===== config.mk =====
export PLATFORM = sky130hd
export DESIGN_NAME = seqdisp_top
export DESIGN_NICKNAME = d
export VERILOG_FILES = /design/src/rtl/seqdisp_pkg.sv /design/src/rtl/seq_next.sv /design/src/rtl/seg_decode.sv /design/src/rtl/seqdisp_top.sv
export SDC_FILE = /design/constraint.sdc
export NUM_CORES = 1
export LEC_CHECK = 0
export ABC_CLOCK_PERIOD_IN_PS = 1830
export BUFFER_PORTS_ARGS = -buffer_cell sky130_fd_sc_hd__buf_2
export CAP_MARGIN = 30
export CORE_UTILIZATION = 30
export DETAILED_ROUTE_END_ITERATION = 8
export GPL_TIMING_DRIVEN = 0
export PLACE_DENSITY = 0.48
export SLEW_MARGIN = 25
export SYNTH_ARGS = -nofsm -noshare
export SYNTH_HDL_FRONTEND = slang
export SYNTH_SLANG_ARGS = --single-unit
export TNS_END_PERCENT = 50

===== constraint.sdc =====
create_clock -name clk -period 1.83 [get_ports clk]
set_input_delay 0.183 -clock clk [delete_from_list [all_inputs] [get_ports clk]]
set_output_delay 0.183 -clock clk [all_outputs]
set_load 0.01 [all_outputs]

===== src/rtl/seqdisp_pkg.sv =====
package seqdisp_pkg;
    localparam int CNT_W = 3;
    localparam int DIG_W = 4;
    localparam int SEG_W = 7;

    typedef logic [CNT_W-1:0] cnt_t;
    typedef logic [DIG_W-1:0] dig_t;
    typedef logic [SEG_W-1:0] seg_t;

    typedef struct packed {
        cnt_t state;
    } regs_t;
endpackage


===== src/rtl/seq_next.sv =====
module seq_next
    import seqdisp_pkg::*;
(
    input  cnt_t cur,
    output cnt_t nxt
);
    always_comb begin
        unique case (cur)
            3'd0:    nxt = 3'd1;  // stray code rejoins at 1
            3'd1:    nxt = 3'd3;
            3'd2:    nxt = 3'd3;  // stray code rejoins at 3
            3'd3:    nxt = 3'd4;
            3'd4:    nxt = 3'd6;
            3'd5:    nxt = 3'd6;  // stray code rejoins at 6
            3'd6:    nxt = 3'd7;
            default: nxt = 3'd1;  // 7 wraps to 1
        endcase
    end
endmodule


===== src/rtl/seg_decode.sv =====
module seg_decode
    import seqdisp_pkg::*;
#(
    parameter bit ACTIVE_LOW = 1'b0
) (
    input  dig_t digit,
    output seg_t seg
);
    seg_t lit;

    always_comb begin
        case (digit)
            4'd0:    lit = 7'b1111110;
            4'd1:    lit = 7'b0110000;
            4'd2:    lit = 7'b1101101;
            4'd3:    lit = 7'b1111001;
            4'd4:    lit = 7'b0110011;
            4'd5:    lit = 7'b1011011;
            4'd6:    lit = 7'b1011111;
            4'd7:    lit = 7'b1110000;
            4'd8:    lit = 7'b1111111;
            4'd9:    lit = 7'b1111011;
            default: lit = 7'b0000000;  // 10..15 blank
        endcase
    end

    // every valid digit lights at least two segments, no invalid one lights any
    always_comb begin
        if (digit <= 4'd9) begin
            p_digit_lit_r5: assert ($countones(lit) >= 2);
        end else begin
            p_blank_r5: assert (lit == '0);
        end
    end

    generate
        if (ACTIVE_LOW) begin : g_anode
            assign seg = ~lit;
        end else begin : g_cathode
            assign seg = lit;
        end
    endgenerate
endmodule


===== src/rtl/seqdisp_top.sv =====
module seqdisp_top
    import seqdisp_pkg::*;
#(
    parameter bit ACTIVE_LOW  = 1'b0,
    parameter int RESET_STATE = 1
) (
    input  logic             clk,
    input  logic             rst,
    input  logic             en,
    output logic [CNT_W-1:0] state,
    output logic [SEG_W-1:0] seg
);
    localparam cnt_t INIT_VAL = cnt_t'(RESET_STATE);

    regs_t r_d, r_q;
    cnt_t  step_d;
    dig_t  digit_d;

    seq_next u_next (
        .cur (r_q.state),
        .nxt (step_d)
    );

    always_comb begin
        r_d = r_q;
        if (rst) begin
            r_d.state = INIT_VAL;
        end else if (en) begin
            r_d.state = step_d;
        end
    end

    always_ff @(posedge clk) begin
        r_q <= r_d;
    end

    assign state   = r_q.state;
    assign digit_d = {1'b0, r_q.state};

    seg_decode #(.ACTIVE_LOW(ACTIVE_LOW)) u_dec (
        .digit (digit_d),
        .seg   (seg)
    );

    p_reset_load_r2: assert property (@(posedge clk)
        rst |=> state == INIT_VAL);

    p_reset_wins_r6: assert property (@(posedge clk)
        (rst && en) |=> state == INIT_VAL);

    p_wrap_r1: assert property (@(posedge clk) disable iff (rst)
        (en && state == 3'd7) |=> state == 3'd1);

    p_loop_only_r3: assert property (@(posedge clk) disable iff (rst)
        en |=> (state != 3'd0 && state != 3'd2 && state != 3'd5));

    p_hold_r4: assert property (@(posedge clk) disable iff (rst)
        !en |=> state == $past(state));
endmodule


==> results.py <==
metrics = {
    "logic_synthesis": {
        "yosys.area_share.simple_pct": 13.90,
        "synthAdderAreaFrac_pct": 13.62,
        "ys_ff_latch": 10,
        "synth_top_family_by_area": "compound AO/OA/AOI/OAI gates",
        "syn_inst": 43,
        "synth_warnings": 0,
        "synth_nets": 51,
        "muxShareOfSynthArea_pct": 11.44,
        "syn_area_sq_um": 459.2,
        "synth_area_per_cell_sq_um": 10.68,
        "synth.distinct_cells": 20,
        "synth-compound-area-share_pct": 14.17,
        "yosysSeqAreaShare_pct": 43.60,
        "synth_xor_area_share_pct": 0,
    },
    "flow_run": {
        "maxCapViolations": 0,
    },
    "final_layout": {
        "n_antenna_cell": 0,
        "layout-drive-gt1-share_pct": 35.59,
        "multi_input_area_sq_um": 247.7,
        "regArea_sq_um": 201.4,
        "finalCoreUtilization_pct": 42.40,
        "nNetsFinal": 68,
        "area_delta_synth_final_pct": 26.16,
        "fillCellCount": 143,
    },
    "power": {
        "vdd_ir_drop_max_uv": 593.9,
        "powerDensity_nw_per_um2": 939.4,
        "p_leak_nw": 0.2908,
        "p_total_mw": 0.5442,
    },
    "global_route": {
        "grt-ovfl-total": 0,
        "grt_pass1_wl_mm": 1.179,
        "grt_max_degree": 10,
        "grt_pass1_vias": 280,
        "grtUsageTotal_pct": 11.69,
        "antenna_found_initial": 0,
    },
    "worst_hold_path": {
        "hold_class": "in -> reg",
    },
    "die": {
        "io_pins": 13,
        "die_w_um": 41.13,
        "start_util_pct": 33.61,
        "core_sq_um": 1366,
        "die_height_um": 41.13,
        "dieArea_sq_um": 1691,
        "rows": 13,
    },
    "timing": {
        "clock.fmax_ghz": 0.6294,
        "fin_crit_ns": 1.589,
        "slew_violations": 0,
        "period_share_pct": 86.82,
        "max_slew.worst_pin.slew_ns": 0.2734,
        "fin_worst_skew_ns": 0.003753,
        "fin_hold_ws_ns": 0.1819,
        "slew-limit-headroom_pct": 81.39,
        "hold_viol_final": 0,
        "final.setup.worst_slack_ns": 0.2412,
        "setup_viol": 0,
        "grt_setup_unrepaired": "no",
    },
    "clocking": {
        "clock-root-buffer": "clkbuf_4",
        "cts_setup_buffers": 0,
        "clock_sinks": 10,
        "cts-hold-fix-buffers": 0,
        "clockBufferDepth": 2,
        "cts_tree": "done",
        "cts-buffers-inserted": 3,
        "clkTransAtPathRegs_ns": 0.06,
        "h-tree-depth": 1,
        "clock_latency_ns": 0.26,
    },
    "outcome": {
        "status": "completed",
    },
    "setup_path": {
        "cpPeakStageDelay_ns": 0.44,
        "cp_common_cell": "a211oi_1",
        "cp_slowest_cell": "dfxtp_1",
        "end_kind": "flip-flop",
        "critPathLaunchType": "flip-flop",
        "crit_chain": "and3b_1 > o21ai_1 > a21oi_1 > ha_1 > a211oi_1 > a211oi_1",
        "worstSetupPathType": "reg -> reg",
        "required_ns": 2.00,
        "r2r_setup_slack_ns": 0.24,
        "arrival_ns": 1.76,
        "worstPathMaxFanout": 7,
    },
    "drt": {
        "wl_per_cell_um": 9.662,
        "drtAntennaViolNets": 0,
        "dr.pass1.iters": 2,
        "drcViolationCount": 0,
        "drt-initial-drc-count": 3,
        "viasPerCell": 4.622,
        "routed_wl_um": 715,
        "vias": 342,
    },
    "placed_design": {
        "pre_cts_ws_ns": -0.06801,
        "place.gp.congestion": 0.7353,
        "port_buffers": 12,
    },
}
[critical path: cells and delay by family, from the launching register on]
| family | cells | cell delay (ns) |
|---|---|---|
| AOI/OAI and AO/OA | 4 | 0.63 |
| DFF | 1 | 0.44 |
| adders and majority gates | 1 | 0.23 |
| and+or+nand+nor | 1 | 0.19 |
[power breakdown]
| group | internal (mW) | total (mW) | leakage, nW | switching, mW |
|---|---|---|---|---|
| sequential | 0.241 | 0.254 | 0.0830 | 0.0132 |
| clock | 0.121 | 0.191 | 0.0210 | 0.0704 |
| combinational | 0.0470 | 0.0992 | 0.187 | 0.0522 |
[cell usage in the layout (no fill, tap or decap), types with 2 or more instances in the layout]
| cell | n |
|---|---|
| a211oi_1 | 2 |
| ha_1 | 5 |
| clkbuf_4 | 3 |
| mux2i_1 | 3 |
| inv_1 | 4 |
| dfxtp_1 | 9 |
| a21o_1 | 2 |
| nor2b_1 | 2 |
| buf_2 | 12 |
| nor2_1 | 2 |
[worst paths after layout]
kind,from,endpoint,depth (start not counted)
worst max register to register,state[1]$_SDFFE_PP0P_,u_dec.seg[2]$_DFF_P_,6
worst max-delay path,state[1]$_SDFFE_PP0P_,u_dec.seg[2]$_DFF_P_,6
worst min register to register,state[1]$_SDFFE_PP0P_,u_dec.seg[4]$_SDFF_PP1_,1
worst min-delay path,rst,u_dec.seg[2]$_DFF_P_,2
[flip-flops by register name (all words and copies together) (netlist names)]
signal / flops
u_dec.seg: 7
state: 3
[cell usage after synthesis]
cell type	n	area share (%)
mux2i_1	3	6.5
o21a_1	1	1.6
dfxtp_1	10	44
nor2b_1	2	2.7
and3_4	1	2.5
nand2b_1	1	1.4
ha_1	5	14
mux2i_4	1	4.9
and3b_1	1	1.9
nand3_1	1	1.1
inv_1	4	3.3
o21ai_0	2	2.2
or2_1	1	1.4
a21o_1	2	3.3
nor2_1	2	1.6
or2_2	1	1.4
a211oi_1	2	3.3
o22ai_1	1	1.4
a21oi_1	1	1.1
a31oi_1	1	1.4
[stage by stage]
step | area [sq um] | cells | TNS [ns]
floorplan | 459.2 | 43 | 0
global placement | 538.0 | 70 | -0.1391
detailed placement | 538.0 | 70 | -0.06801
CTS | 574.3 | 74 | 0
global route | 579.3 | 74 | 0
finish | 579.3 | 74 | 0
[per-layer routing]
layer	part of all wire (%)	vias to the layer above	global-route usage [%]
met2	43	10	16.02
met1	50	149	12.90
met4	0	0	4.839
met3	7.4	0	9.783
met5	0	-	0
li1	-	183	-
[cell type report]
type / instances / area share (%)
Inverter: 4 / 2.592
Multi-Input combinational cell: 29 / 42.76
Timing Repair Buffer: 12 / 10.37
Clock buffer: 4 / 6.263
Tap cell: 15 / 3.240
Sequential cell: 10 / 34.77
[cells by family (layout without fill, tap and decap cells)]
family	after synthesis	in the layout
compound gates	10	10
fa+ha+maj	5	5
mux	4	4
flops	10	10
simple gates	10	10
buf+inv	4	20
[repair_timing]
action	4_1_cts	5_1_grt
endpoints found under the hold margin	0	0
gates resized for setup	1	3
setup endpoints to repair	1	1
Power figures use the tool's default switching activity.
